File: config.mk
export PLATFORM = sky130hd
export DESIGN_NAME = ringnet_ctrl_core
export DESIGN_NICKNAME = d
export VERILOG_FILES = /design/src/rtl/ringnet_pkg.sv /design/src/rtl/ringnet_bus_decode.sv /design/src/rtl/ringnet_flag_bank.sv /design/src/rtl/ringnet_irq_edge.sv /design/src/rtl/ringnet_ctrl_core.sv
export SDC_FILE = /design/constraint.sdc
export NUM_CORES = 1
export LEC_CHECK = 0
export BUFFER_PORTS_ARGS = -buffer_cell sky130_fd_sc_hd__buf_4
export CORE_MARGIN = 2
export CORE_UTILIZATION = 33
export DETAILED_ROUTE_END_ITERATION = 12
export GPL_TIMING_DRIVEN = 0
export HOLD_SLACK_MARGIN = 0.1
export PLACE_DENSITY = 0.55
export SETUP_SLACK_MARGIN = 0.4
export SLEW_MARGIN = 5
export SYNTH_ARGS = -nofsm -noshare
export SYNTH_HDL_FRONTEND = slang
export SYNTH_SLANG_ARGS = --single-unit
export TNS_END_PERCENT = 30
File: constraint.sdc
create_clock -name clk -period 1.2 [get_ports clk]
set_input_delay 0.12 -clock clk [delete_from_list [all_inputs] [get_ports clk]]
set_output_delay 0.12 -clock clk [all_outputs]
set_load 0.02 [all_outputs]
File: src/rtl/ringnet_pkg.sv
`timescale 1ns/1ps
package ringnet_pkg;
   // status flag positions
   localparam int ST_TF  = 0;
   localparam int ST_TK  = 1;
   localparam int ST_RC  = 2;
   localparam int ST_TST = 3;
   localparam int ST_PU  = 4;
   localparam int ST_RB  = 7;

   localparam logic [7:0] ST_RESET = 8'h95;   // PU | RC | RB | TF
   localparam logic [7:0] IRQ_SRC  = 8'h85;   // TF | RC | RB

   localparam logic [3:0] OFF_STAT = 4'h0;
   localparam logic [3:0] OFF_CMD  = 4'h1;
   localparam logic [3:0] OFF_CFG  = 4'h2;
   localparam logic [3:0] OFF_NODE = 4'h5;

   typedef enum logic [2:0] {
      OP_NOP    = 3'd0,
      OP_TX_OFF = 3'd1,
      OP_RX_OFF = 3'd2,
      OP_TX_ON  = 3'd3,
      OP_RX_ON  = 3'd4,
      OP_SETUP  = 3'd5,
      OP_CLR    = 3'd6,
      OP_RSVD   = 3'd7
   } opcode_e;

   typedef struct packed {
      logic       tx_on;
      logic       tx_off;
      logic       rx_on;
      logic       rx_off;
      logic       setup;
      logic       clr;
      logic       mask_we;
      logic       cfg_we;
      logic       node_we;
      logic       diag_rd;
      logic       soft_rst;
      logic [7:0] raw;
   } ctl_t;
endpackage

File: src/rtl/ringnet_bus_decode.sv
`timescale 1ns/1ps
module ringnet_bus_decode
   import ringnet_pkg::*;
#(
   parameter int ADDR_W = 4
) (
   input  logic              bus_wr,
   input  logic              bus_rd,
   input  logic [ADDR_W-1:0] bus_addr,
   input  logic [7:0]        bus_wdata,
   output ctl_t              ctl
);
   logic       in_window;
   logic [3:0] off;
   opcode_e    op;

   assign off = bus_addr[3:0];

   generate
      if (ADDR_W > 4) begin : g_wide
         assign in_window = ~|bus_addr[ADDR_W-1:4];
      end else begin : g_narrow
         assign in_window = 1'b1;
      end
   endgenerate

   assign op = opcode_e'(bus_wdata[2:0]);

   always_comb begin
      ctl     = '0;
      ctl.raw = bus_wdata;
      if (in_window) begin
         ctl.soft_rst = (bus_wr | bus_rd) & (off[3:2] == 2'b10);
         ctl.diag_rd  = bus_rd & (off == OFF_CMD);
         ctl.mask_we  = bus_wr & (off == OFF_STAT);
         ctl.cfg_we   = bus_wr & (off == OFF_CFG);
         ctl.node_we  = bus_wr & (off == OFF_NODE);
         if (bus_wr && off == OFF_CMD) begin
            unique case (op)
               OP_TX_OFF: ctl.tx_off = 1'b1;
               OP_RX_OFF: ctl.rx_off = 1'b1;
               OP_TX_ON:  ctl.tx_on  = 1'b1;
               OP_RX_ON:  ctl.rx_on  = 1'b1;
               OP_SETUP:  ctl.setup  = 1'b1;
               OP_CLR:    ctl.clr    = 1'b1;
               default:   ;
            endcase
         end
      end
   end
endmodule

File: src/rtl/ringnet_flag_bank.sv
`timescale 1ns/1ps
module ringnet_flag_bank
   import ringnet_pkg::*;
#(
   parameter int         PAGE_W     = 2,
   parameter logic [7:0] NODE_RESET = 8'h01,
   parameter logic [7:0] CFG_RESET  = 8'h1C
) (
   input  logic              clk,
   input  logic              rst_n,
   input  ctl_t              ctl,
   input  logic              tx_ack,
   input  logic              tx_done,
   input  logic              rx_valid,
   input  logic [7:0]        rx_dest,
   input  logic [7:0]        diag_set,
   output logic [7:0]        status_q,
   output logic [7:0]        mask_q,
   output logic [7:0]        cfg_q,
   output logic [7:0]        node_q,
   output logic [7:0]        diag_q,
   output logic              bcast_q,
   output logic              quiet_q,
   output logic              seed_q,
   output logic              tx_start_q,
   output logic [PAGE_W-1:0] tx_page_q,
   output logic              tx_long_q,
   output logic              rx_store_q,
   output logic [PAGE_W-1:0] store_page_q
);
   logic [7:0]        status_nxt;
   logic [PAGE_W-1:0] arm_page_q;
   logic              long_q;
   logic              rx_take;
   logic [PAGE_W-1:0] cmd_page;

   assign cmd_page = ctl.raw[3 +: PAGE_W];
   assign rx_take  = rx_valid & ~status_q[ST_RB] & ((|rx_dest) | bcast_q);

   always_comb begin
      status_nxt = status_q;
      if (ctl.tx_on) begin
         status_nxt[ST_TF] = 1'b0;
         status_nxt[ST_TK] = 1'b0;
      end
      if (ctl.tx_off) status_nxt[ST_TF] = 1'b1;
      if (ctl.rx_on)  status_nxt[ST_RB] = 1'b0;
      if (ctl.rx_off) status_nxt[ST_RB] = 1'b1;
      if (ctl.clr) begin
         if (ctl.raw[3]) status_nxt[ST_PU] = 1'b0;
         if (ctl.raw[4]) status_nxt[ST_RC] = 1'b0;
      end
      // link events win over a clearing command in the same cycle
      if (tx_ack)  status_nxt[ST_TK] = 1'b1;
      if (tx_done) status_nxt[ST_TF] = 1'b1;
      if (rx_take) status_nxt[ST_RB] = 1'b1;
   end

   always_ff @(posedge clk or negedge rst_n) begin
      if (!rst_n) begin
         status_q     <= ST_RESET;
         mask_q       <= '0;
         cfg_q        <= CFG_RESET;
         node_q       <= NODE_RESET;
         diag_q       <= '0;
         bcast_q      <= 1'b0;
         long_q       <= 1'b0;
         arm_page_q   <= '0;
         quiet_q      <= 1'b1;
         seed_q       <= 1'b1;
         tx_start_q   <= 1'b0;
         tx_page_q    <= '0;
         tx_long_q    <= 1'b0;
         rx_store_q   <= 1'b0;
         store_page_q <= '0;
      end else begin
         tx_start_q <= 1'b0;
         rx_store_q <= 1'b0;
         seed_q     <= 1'b0;
         quiet_q    <= 1'b0;
         diag_q     <= (ctl.diag_rd ? 8'h00 : diag_q) | diag_set;
         if (ctl.node_we) node_q <= ctl.raw;
         if (ctl.soft_rst) begin
            status_q <= ST_RESET;
            mask_q   <= '0;
            cfg_q    <= CFG_RESET;
            diag_q   <= '0;
            bcast_q  <= 1'b0;
            long_q   <= 1'b0;
            quiet_q  <= 1'b1;
            seed_q   <= 1'b1;
         end else begin
            status_q <= status_nxt;
            quiet_q  <= ctl.rx_off;
            if (ctl.mask_we) mask_q <= ctl.raw;
            if (ctl.cfg_we)  cfg_q  <= ctl.raw;
            if (ctl.setup)   long_q <= ctl.raw[3];
            if (ctl.rx_on) begin
               arm_page_q <= cmd_page;
               bcast_q    <= ctl.raw[7];
            end
            if (ctl.tx_on) begin
               tx_start_q <= 1'b1;
               tx_page_q  <= cmd_page;
               tx_long_q  <= long_q;
            end
            if (rx_take) begin
               rx_store_q   <= 1'b1;
               store_page_q <= arm_page_q;
            end
         end
      end
   end
endmodule

File: src/rtl/ringnet_irq_edge.sv
`timescale 1ns/1ps
module ringnet_irq_edge #(
   parameter int W = 8
) (
   input  logic         clk,
   input  logic         rst_n,
   input  logic [W-1:0] cause,
   input  logic         quiet,
   output logic         irq
);
   logic [W-1:0] seen_q;

   always_ff @(posedge clk or negedge rst_n) begin
      if (!rst_n) begin
         seen_q <= '0;
         irq    <= 1'b0;
      end else begin
         seen_q <= cause;
         irq    <= ~quiet & (|(cause & ~seen_q));
      end
   end
endmodule

File: src/rtl/ringnet_ctrl_core.sv
`timescale 1ns/1ps
module ringnet_ctrl_core
   import ringnet_pkg::*;
#(
   parameter int         ADDR_W     = 4,
   parameter int         PAGES      = 4,
   parameter logic [7:0] NODE_RESET = 8'h01,
   parameter logic [7:0] CFG_RESET  = 8'h1C,
   parameter logic [7:0] MAGIC      = 8'hD1,
   localparam int        PAGE_W     = (PAGES > 1) ? $clog2(PAGES) : 1
) (
   input  logic              clk,
   input  logic              rst_n,
   input  logic              bus_wr,
   input  logic              bus_rd,
   input  logic [ADDR_W-1:0] bus_addr,
   input  logic [7:0]        bus_wdata,
   output logic [7:0]        bus_rdata,
   output logic              tx_start,
   output logic [PAGE_W-1:0] tx_page,
   output logic              tx_long,
   input  logic              tx_ack,
   input  logic              tx_done,
   input  logic              rx_valid,
   input  logic [7:0]        rx_dest,
   output logic              rx_ready,
   output logic              rx_store,
   output logic [PAGE_W-1:0] rx_page,
   input  logic [7:0]        diag_set,
   output logic              buf_init,
   output logic [15:0]       buf_init_word,
   output logic              irq
);
   generate
      if (ADDR_W < 4) begin : g_bad_addr
         initial $fatal(1, "ADDR_W must cover 16 register offsets");
      end
      if (PAGES < 2 || PAGES > 4 || (PAGES & (PAGES - 1)) != 0) begin : g_bad_pages
         initial $fatal(1, "PAGES must be 2 or 4 to fit the command page field");
      end
   endgenerate

   ctl_t       ctl;
   logic [7:0] status_w, mask_w, cfg_w, node_w, diag_w;
   logic       bcast_w, quiet_w, seed_w;

   ringnet_bus_decode #(.ADDR_W(ADDR_W)) u_dec (
      .bus_wr    (bus_wr),
      .bus_rd    (bus_rd),
      .bus_addr  (bus_addr),
      .bus_wdata (bus_wdata),
      .ctl       (ctl)
   );

   ringnet_flag_bank #(
      .PAGE_W     (PAGE_W),
      .NODE_RESET (NODE_RESET),
      .CFG_RESET  (CFG_RESET)
   ) u_flags (
      .clk          (clk),
      .rst_n        (rst_n),
      .ctl          (ctl),
      .tx_ack       (tx_ack),
      .tx_done      (tx_done),
      .rx_valid     (rx_valid),
      .rx_dest      (rx_dest),
      .diag_set     (diag_set),
      .status_q     (status_w),
      .mask_q       (mask_w),
      .cfg_q        (cfg_w),
      .node_q       (node_w),
      .diag_q       (diag_w),
      .bcast_q      (bcast_w),
      .quiet_q      (quiet_w),
      .seed_q       (seed_w),
      .tx_start_q   (tx_start),
      .tx_page_q    (tx_page),
      .tx_long_q    (tx_long),
      .rx_store_q   (rx_store),
      .store_page_q (rx_page)
   );

   ringnet_irq_edge #(.W(8)) u_irq (
      .clk   (clk),
      .rst_n (rst_n),
      .cause (status_w & mask_w & IRQ_SRC),
      .quiet (quiet_w),
      .irq   (irq)
   );

   assign rx_ready      = ~status_w[ST_RB];
   assign buf_init      = seed_w;
   assign buf_init_word = {node_w, MAGIC};

   always_comb begin
      bus_rdata = 8'h00;
      if ((bus_addr >> 4) == '0) begin
         unique case (bus_addr[3:0])
            OFF_STAT: bus_rdata = status_w;
            OFF_CMD:  bus_rdata = diag_w;
            OFF_CFG:  bus_rdata = cfg_w;
            OFF_NODE: bus_rdata = node_w;
            default:  bus_rdata = 8'h00;
         endcase
      end
   end
endmodule

==> results of run 1 <==
[cell type report]
| class | count | area share |
|---|---|---|
| Buffer | 14 | 0.0358 |
| Sequential cell | 49 | 0.337 |
| Clock buffer | 7 | 0.0235 |
| Clock inverter | 1 | 0.00817 |
| Tap cell | 77 | 0.0262 |
| Multi-Input combinational cell | 141 | 0.303 |
| Inverter | 11 | 0.0126 |
| Timing Repair Buffer | 99 | 0.254 |
[layout by cell type (no fill, tap or decap), types with 4 or more instances in the layout]
| master | instances |
|---|---|
| dfrtp_1 | 39 |
| nand2_2 | 10 |
| conb_1 | 8 |
| buf_6 | 32 |
| nand3_1 | 10 |
| inv_2 | 4 |
| nand3_2 | 5 |
| nand2_4 | 5 |
| buf_4 | 55 |
| mux2_4 | 15 |
| dlygate4sd3_1 | 19 |
| clkbuf_8 | 6 |
| a222oi_1 | 8 |
| inv_1 | 6 |
| nor2_1 | 16 |
| dfstp_2 | 10 |
| nor2b_1 | 4 |
| a21oi_2 | 9 |
| nand2_1 | 20 |
[worst max-delay path by stage]
| stage | endpoint | slack, ns | cells past startpoint |
|---|---|---|---|
| after detailed placement | u_flags.cfg_q[6]$_DFFE_PN0P_ | -0.41 | 5 |
| final | bus_rdata[2] | -0.25 | 3 |
| after global routing | bus_rdata[2] | -0.33 | 3 |
| after global placement | bus_rdata[1] | -0.42 | 5 |
| after floorplan | u_flags.status_q[7]$_DFFE_PN1P_ | -0.15 | 4 |
| after CTS | bus_rdata[2] | -0.30 | 3 |
[what timing repair did]
item	4_1_cts	5_1_grt
setup buffers	14	7
pin swaps	47	40
endpoints found under the setup margin	71	71
hold buffers	18	1
resized for setup	75	21
hold endpoints to repair	60	43
[cells in the mapped netlist (all sizes together), types with 2 or more instances]
cell | count | area (um^2)
nor4 | 2 | 18.8
a21o | 2 | 15.0
dfstp | 10 | 263
a21oi | 11 | 55.1
clkbuf | 2 | 8.75
o21ai | 4 | 20.0
nor4b | 3 | 71.3
buf | 12 | 80.1
mux2 | 15 | 169
o211ai | 2 | 15.0
nand3 | 15 | 75.1
inv | 11 | 41.3
a222oi | 8 | 80.1
conb | 2 | 7.51
dfrtp | 39 | 976
and3 | 2 | 12.5
nor2 | 16 | 60.1
and2 | 2 | 12.5
nand4 | 3 | 18.8
nand2 | 37 | 146
nor2b | 4 | 25.0
[logic make-up after synthesis]
family / Yosys count
flip-flops: 49
AND/OR/NAND/NOR: 87
AO/OA/AOI/OAI: 30
buffers and inverters: 25
other: 2
multiplexers: 16
[power by group through the flow]
stage | clock [mW] | combinational, mW | sequential (mW)
after floorplan | 0 | 0.287 | 2.01
after global placement | 0 | 0.714 | 1.94
after detailed placement | 0 | 0.722 | 1.94
after CTS | 1.24 | 0.940 | 1.92
after global routing | 1.31 | 1.07 | 1.94
final | 1.22 | 1.01 | 1.92
[registers in the layout (all words and copies together), names as in the netlist, 2 cells and up]
register              count
u_flags.arm_page_q        2
u_irq.seen_q              3
u_flags.mask_q            3
u_flags.tx_page_q         2
u_flags.status_q          5
u_flags.diag_q            8
u_flags.cfg_q             8
u_flags.node_q            8
u_flags.store_page_q      2
[metal layers]
layer / track usage / vias to the layer above
met5: 0 / -
met4: 0.0519 / 0
met3: 0.0375 / 7
met2: 0.269 / 60
met1: 0.233 / 977
li1: - / 937
[stage by stage]
step / util / total power [mW] / instance area, um^2 / std cells / hold WS (ns)
finish: 0.572 / 4.14 / 3670 / 399 / -0.168
CTS: 0.552 / 4.11 / 3540 / 391 / -0.152
floorplan: - / 2.30 / 2310 / 215 / -0.176
global route: 0.572 / 4.33 / 3670 / 399 / -0.134
global placement: 0.444 / 2.65 / 2850 / 351 / 0.178
detailed placement: 0.444 / 2.66 / 2850 / 351 / 0.178
==> impl_metrics.yaml, run 1 <==
floorplan:
  die_area_um2: 7400
  die_h_um: 86.0
  initial_core_util: 0.346
  die_x_um: 86.0
  fp-row-count: 29
  io_pins: 69
  core_um2: 6420
routing:
  drt_wl_total_mm: 6.16
  wl_met1_mm: 2.66
  routed_via_density: 4.96
  dr_wl_met3_um: 374
  ant_nets: 0
  drt-wirelength-per-cell_um: 15.4
  first_pass_iters: 5
  wl_met2_mm: 3.05
  vias: 1981
  drc: 0
  drt_iter0_drc: 142
  top_layer_used: "met4"
timing:
  setup_viol: 11
  whs_ns: -0.168
  min_period_ns: 1.45
  setup_slack_ns: -0.248
  slew_headroom: 0.586
  min_period_over_period: 1.21
  tns_ns: -2.08
  rsz0062_at_grt: "true"
  worst_clock_skew_ns: 0.00120
  final_hold_viol_count: 39
  fmax_mhz: 690
  tightest_slew_ns: 0.621
  finalMaxSlewViolations: 0
worst_setup_path:
  cp.arrival_ns: 1.33
  cp-end-kind: "primary output"
  r2r_slack_ns: -0.21
  worstSetupStartpoint: "u_flags.diag_q[2]$_DFF_PN0_"
  critPathMaxFanout: 2
  crit_type: "reg2out"
  timing.rr.end: "u_flags.store_page_q[0]$_DFFE_PN0P_"
  slowest_stage: "dfrtp_1"
  r2r_cells: 5
  path_cells: "a222oi_1, nand2_1, buf_6"
  rr_startpoint: "u_flags.bcast_q$_DFFE_PN0P_"
  start_kind: "flip-flop"
  crit_buf_inv: 1
  required_ns: 1.08
  path_delay_family: "flip-flops"
  cpPeakStageDelay_ns: 0.40
outcome:
  violations: "negative hold slack, negative setup slack"
  status: "finished, violations left"
placed_design:
  port_buffers: 59
  hpwlAfterDp_mm: 3.92
  gp_congestion: 0.737
  dp_slack_ns: -0.407
synth:
  synth_compound_area_frac: 0.0924
  synth_mux_area_frac: 0.0806
  synth_edf_count: 0
  synth_simple_gate_area_frac: 0.207
  yosysSeqAreaShare: 0.558
  syn_area_um2: 2220
  synth_area_per_cell_um2: 10.6
  ys_ff_latch: 49
  synth-xor-area-share: 0
  synth_top_family_by_area: "simple AND/OR/NAND/NOR gates"
  async_flop_share: 1.00
  netlist-cell-type-count: 33
  synth_ff_type: "dfrtp_1"
  yosysWarnings: 0
  synthAdderAreaFrac: 0
  syn_inst: 209
worst_hold_path:
  hold_path_class: "in2async"
power_and_ir_drop:
  power_density_nw_per_um2: 1130
  p_leak_nw: 1.82
  comb_power_share: 0.243
  intPower_mw: 3.05
  peakVddDrop_mv: 0.841
  pwr-share-clk: 0.294
  p_seq_frac: 0.464
  sw_frac_of_total: 0.265
  p_sw_mw: 1.10
clock_network:
  cts_max_level: 2
  root_buffer: "clkbuf_8"
  cts_tree: "built"
  cts.path.max_buffers: 2
  cts.sinks: 49
  cts_buffers: 5
  clk_latency_ns: 0.30
  clk_pin_slew_ns: 0.09
global_route:
  grt_pass1_wl_mm: 9.76
  overflow: 0
  antenna_found_initial: 0
  grtUsageTotal: 0.170
  grt_max_degree: 50
  grt_pass1_vias: 1929
flow_run:
  drv_cap: 0
cells_and_area:
  multi_input_area_um2: 1110
  seqCellArea_um2: 1240
  nets: 356
  area_growth_pct: 65.6
  fillers: 546
  diodes: 0
  layout-drive-gt1-share: 0.531
No activity file was read; power rests on OpenSTA's default activity.
==> run 2: changes to the inputs <==
--- a/config.mk
+++ b/config.mk
@@ -5,8 +5,9 @@
 export SDC_FILE = /design/constraint.sdc
 export NUM_CORES = 1
 export LEC_CHECK = 0
+export ABC_CLOCK_PERIOD_IN_PS = 1200
 export BUFFER_PORTS_ARGS = -buffer_cell sky130_fd_sc_hd__buf_4
-export CORE_MARGIN = 2
+export CORE_MARGIN = 1.5
 export CORE_UTILIZATION = 33
 export DETAILED_ROUTE_END_ITERATION = 12
 export GPL_TIMING_DRIVEN = 0
==> run 2 against run 1 <==
  * The run ends with design-rule violations, negative hold slack, negative setup slack left
  * Worst hold slack worse by 0.0072 ns
  * Wire length grew 4.5%
  * Clock skew rose by 0.0019 ns
  * Sequential power is essentially flat
  * Die area shrank 2.3%
  * Register-to-register slack barely moved
  * Utilization increased by 0.14 points
  * Design area increased by 0.24%
  * Critical path type unchanged
  * Non-clock buffer count is 3 higher
==> impl_metrics.yaml, run 2 (synthesized netlist as in run 1, its figures left out) <==
placed_design:
  gp_congestion: 0.773
  hpwlAfterDp_mm: 3.93
  port_buffers: 59
clock_network:
  clk_pin_slew_ns: 0.09
  root_buffer: "clkbuf_8"
  cts_tree: "built"
  cts.path.max_buffers: 2
  clk_latency_ns: 0.31
  cts.sinks: 49
  cts_buffers: 5
  cts_max_level: 2
  cts-hold-fix-buffers: 19
cells_and_area:
  reg_top3: "u_flags.cfg_q x8, u_flags.diag_q x8, u_flags.node_q x8"
  layout_common_cells: "53 x buf_4, 39 x dfrtp_1, 38 x buf_6"
  seqCellArea_um2: 1240
  area_growth_pct: 66.0
  final_common_cell: "buf_4"
  nets: 359
  layout-drive-gt1-share: 0.529
  utilization: 0.574
  multi_input_area_um2: 1090
  fillers: 564
  diodes: 0
worst_setup_path:
  timing.rr.end: "u_flags.store_page_q[0]$_DFFE_PN0P_"
  required_ns: 1.08
  rr_startpoint: "u_flags.bcast_q$_DFFE_PN0P_"
  cp-end-kind: "primary output"
  crit_type: "reg2out"
  r2r_cells: 5
  r2r_slack_ns: -0.21
  critPathMaxFanout: 3
  cp.arrival_ns: 1.35
  start_kind: "flip-flop"
floorplan:
  die_area_um2: 7230
  die_h_um: 85.0
  initial_core_util: 0.346
  fp-row-count: 29
  die_x_um: 85.0
  io_pins: 69
  core_um2: 6420
routing:
  ant_nets: 0
  drt-wirelength-per-cell_um: 16.0
  drc: 2
  first_pass_iters: 8
  drt_iter0_drc: 97
  drt_wl_total_mm: 6.44
  vias: 1974
  routed_via_density: 4.91
timing:
  min_period_over_period: 1.22
  worst_clock_skew_ns: 0.00314
  setup_slack_ns: -0.268
  whs_ns: -0.175
  min_period_ns: 1.47
  rsz0062_at_grt: "true"
  setup_viol: 11
  finalMaxSlewViolations: 0
  tightest_slew_ns: 0.638
  slew_headroom: 0.575
  final_hold_viol_count: 39
  fmax_mhz: 681
flow_run:
  drv_cap: 0
global_route:
  grtUsageTotal: 0.182
  grt_max_degree: 50
  grt_pass1_vias: 2035
  overflow: 0
  antenna_found_initial: 0
  grt_pass1_wl_mm: 10.2
power_and_ir_drop:
  p_seq_frac: 0.455
  p_leak_nw: 1.82
  pwr-share-clk: 0.295
  intPower_mw: 3.08
  sw_frac_of_total: 0.270
  peakVddDrop_mv: 0.745
  power_density_nw_per_um2: 1150
  finalPower_mw: 4.22
  p_sw_mw: 1.14
  comb_power_share: 0.251
worst_hold_path:
  hold_path_class: "in2async"
outcome:
  violations: "design-rule violations, negative hold slack, negative setup slack"
  status: "finished, violations left"
## run 2: worst max-delay path, stage by stage, from the launching register on
cell and delay [ns]:
dfrtp_1 0.41, a222oi_1 0.37, nand2_1 0.11, buf_6 0.15
## run 2: how the worst max path moves through the flow
stage                                   from                         endpoint  slack, ns
6_report       u_flags.node_q[2]$_DFFE_PN0P_                     bus_rdata[2]      -0.27
4_1_cts          u_flags.diag_q[2]$_DFF_PN0_                     bus_rdata[2]      -0.28
3_3_place_gp                     bus_addr[1]                     bus_rdata[1]      -0.42
2_1_floorplan    u_flags.bcast_q$_DFFE_PN0P_  u_flags.status_q[7]$_DFFE_PN1P_      -0.15
3_5_place_dp                     bus_addr[0]     u_flags.cfg_q[6]$_DFFE_PN0P_      -0.41
5_1_grt          u_flags.diag_q[2]$_DFF_PN0_                     bus_rdata[2]      -0.33
## run 2: what timing repair did
item | in CTS | in global routing
hold endpoints to repair | 67 | 39
resized for setup | 69 | 25
setup endpoints to repair | 71 | 71
pin swaps | 39 | 37
setup buffers | 15 | 9
## run 2: area by class of cell
class | instances | area share
Buffer | 14 | 0.0357
Sequential cell | 49 | 0.336
Tap cell | 77 | 0.0262
Multi-Input combinational cell | 141 | 0.295
Clock inverter | 2 | 0.0102
Clock buffer | 6 | 0.0224
Inverter | 11 | 0.0126
Timing Repair Buffer | 102 | 0.262
## run 2: power groups by stage
stage | logic, mW | registers [mW] | clock network, mW
floorplan | 0.287 | 2.01 | 0
global placement | 0.717 | 1.94 | 0
detailed placement | 0.722 | 1.94 | 0
CTS | 0.973 | 1.92 | 1.28
global route | 1.12 | 1.93 | 1.33
finish | 1.06 | 1.92 | 1.24
## run 2: stage by stage
step	area [um^2]	TNS, ns	instances	hold WS, ns	setup slack (ns)
6_report	3680	-2.06	402	-0.175	-0.268
5_1_grt	3680	-2.81	402	-0.131	-0.325
4_1_cts	3530	-2.38	393	-0.158	-0.283
3_5_place_dp	2850	-15.08	351	0.182	-0.412
3_3_place_gp	2850	-14.93	351	0.187	-0.419
2_1_floorplan	2310	-1.64	215	-0.176	-0.145
## run 2: layer usage
metal / GRT usage / part of all wire / vias up / routed length, um
met5: 0 / 0 / - / 0
met4: 0.0775 / 0.030 / 0 / 191
met3: 0.0340 / 0.047 / 16 / 304
met2: 0.293 / 0.48 / 54 / 3060
met1: 0.240 / 0.45 / 965 / 2880
li1: - / - / 939 / -
==> run 3: changes to the inputs <==
--- a/config.mk
+++ b/config.mk
@@ -7,12 +7,13 @@
 export LEC_CHECK = 0
 export ABC_CLOCK_PERIOD_IN_PS = 1200
 export BUFFER_PORTS_ARGS = -buffer_cell sky130_fd_sc_hd__buf_4
-export CORE_MARGIN = 1.5
-export CORE_UTILIZATION = 33
+export CAP_MARGIN = 15
+export CORE_MARGIN = 3
+export CORE_UTILIZATION = 35
 export DETAILED_ROUTE_END_ITERATION = 12
 export GPL_TIMING_DRIVEN = 0
 export HOLD_SLACK_MARGIN = 0.1
-export PLACE_DENSITY = 0.55
+export PLACE_DENSITY = 0.57
 export SETUP_SLACK_MARGIN = 0.4
 export SLEW_MARGIN = 5
 export SYNTH_ARGS = -nofsm -noshare
==> run 3 against run 2 <==
  * The flow finishes with violations (negative hold slack, negative setup slack)
  * Flip-flop and latch count did not move
  * Setup slack got worse by 0.042 ns
  * Maximum frequency down 2.8%
  * Total power fell by 6.5%
  * Final cell count is 2.0% lower
  * Wire length fell by 5.7%
==> impl_metrics.yaml, run 3 (synthesized netlist as in run 1, its figures left out) <==
worst_setup_path:
  crit_type: "reg2out"
  worstSetupStartpoint: "u_flags.diag_q[2]$_DFF_PN0_"
  start_kind: "flip-flop"
  critPathMaxFanout: 2
  r2r_cells: 5
  rr_startpoint: "u_flags.bcast_q$_DFFE_PN0P_"
  timing.rr.end: "u_flags.store_page_q[0]$_DFFE_PN0P_"
  required_ns: 1.08
  cp.arrival_ns: 1.39
  worstSetupEndpoint: "bus_rdata[2]"
  r2r_slack_ns: -0.18
  cp-end-kind: "primary output"
timing:
  worst_clock_skew_ns: 0.0117
  final_hold_viol_count: 39
  setup_slack_ns: -0.310
  tightest_slew_ns: 0.625
  slew_headroom: 0.583
  setup_viol: 11
  min_period_ns: 1.51
  fmax_mhz: 662
  whs_ns: -0.174
  min_period_over_period: 1.26
  finalMaxSlewViolations: 0
  rsz0062_at_grt: "true"
cells_and_area:
  layout-drive-gt1-share: 0.508
  nets: 353
  area_growth_pct: 61.4
  final_common_cell: "buf_4"
  diodes: 0
  layout_common_cells: "51 x buf_4, 39 x dfrtp_1, 35 x buf_6"
  reg_top3: "u_flags.cfg_q x8, u_flags.diag_q x8, u_flags.node_q x8"
  fillers: 524
clock_network:
  cts-hold-fix-buffers: 18
  root_buffer: "clkbuf_8"
  cts_tree: "built"
  cts.path.max_buffers: 2
  cts_max_level: 2
  clk_pin_slew_ns: 0.09
  clk_latency_ns: 0.30
  cts_buffers: 5
  cts.sinks: 49
power_and_ir_drop:
  power_density_nw_per_um2: 1100
  p_leak_nw: 1.77
  peakVddDrop_mv: 0.756
placed_design:
  dp_slack_ns: -0.407
  gp_congestion: 0.770
  hpwlAfterDp_mm: 3.94
  port_buffers: 59
floorplan:
  die_h_um: 85.6
  die_area_um2: 7330
  core_um2: 6030
  fp-row-count: 28
  die_x_um: 85.6
  initial_core_util: 0.368
  io_pins: 69
global_route:
  overflow: 0
  grt_max_degree: 50
  grt_pass1_vias: 1933
  antenna_found_initial: 0
  grt_pass1_wl_mm: 9.55
  grtUsageTotal: 0.165
routing:
  ant_nets: 0
  drt_iter0_drc: 104
  drt_wl_total_mm: 6.07
  routed_via_density: 4.92
  drc: 0
  first_pass_iters: 7
  drt-wirelength-per-cell_um: 15.4
  vias: 1940
outcome:
  violations: "negative hold slack, negative setup slack"
  status: "finished, violations left"
worst_hold_path:
  hold_path_class: "in2async"
flow_run:
  drv_cap: 0
run 3: cell types whose count changed in the layout (fill, tap and decap cells not counted), moves of 2 or more:
cell	delta
nand3_1	+4
buf_4	-2
nand2_1	+2
nand3_2	-4
buf_6	-3
run 3: stage by stage:
stage	instance area [um^2]	TNS [ns]	cells	power, mW	util
2_1_floorplan	2310	-1.64	215	2.30	-
3_3_place_gp	2850	-15.09	349	2.66	0.473
3_5_place_dp	2850	-14.52	349	2.67	0.473
4_1_cts	3370	-2.25	390	3.85	0.560
5_1_grt	3580	-3.07	394	4.11	0.594
6_report	3580	-2.09	394	3.94	0.594
run 3: routing by layer:
layer  GRT usage  vias up  routed length (um)  share of wire
li1            -      933                   -              -
met1       0.228      934                2550           0.42
met2       0.270       63                3050           0.50
met3      0.0288       10                 406          0.067
met4      0.0388        0                  60         0.0099
met5           0        -                   0              0
run 3: where the power goes:
part	total, mW	internal (mW)	leakage (nW)	switching [mW]
clock network	1.03	0.468	0.0512	0.558
logic	0.999	0.554	1.11	0.445
registers	1.92	1.81	0.604	0.108
total	3.94	2.83	1.77	1.11
run 3: cell type report:
type	count	area [um^2]	area share
plain buffers	14	129	0.0360
clock buffers	6	82.6	0.0231
clock inverters	2	13.8	0.00384
inverters	11	53.8	0.0150
multi-input cells	141	1060	0.297
flip-flops and latches	49	1240	0.346
well taps	75	93.8	0.0262
repair buffers	96	906	0.253
run 3: worst max-delay path, stage by stage, from the launching register on:
cell and delay (ns):
dfrtp_1 0.39, a222oi_1 0.42, nand2_1 0.13, buf_6 0.16
run 3: repair_timing:
item	4_1_cts	5_1_grt
pin swaps	37	32
setup buffers	15	4
resized for setup	36	52
endpoints found under the hold margin	62	40
setup endpoints to repair	71	73
run 3: worst min path at each step:
stage	startpoint	end	slack, ns	cells past startpoint
6_report	rst_n	u_flags.node_q[6]$_DFFE_PN0P_	-0.17	1
5_1_grt	rst_n	u_flags.node_q[6]$_DFFE_PN0P_	-0.13	1
4_1_cts	rst_n	u_flags.diag_q[6]$_DFF_PN0_	-0.15	1
3_5_place_dp	rst_n	u_flags.node_q[6]$_DFFE_PN0P_	0.18	1
3_3_place_gp	rst_n	u_flags.diag_q[6]$_DFF_PN0_	0.18	1
2_1_floorplan	rst_n	u_flags.arm_page_q[0]$_DFFE_PN0P_	-0.18	0
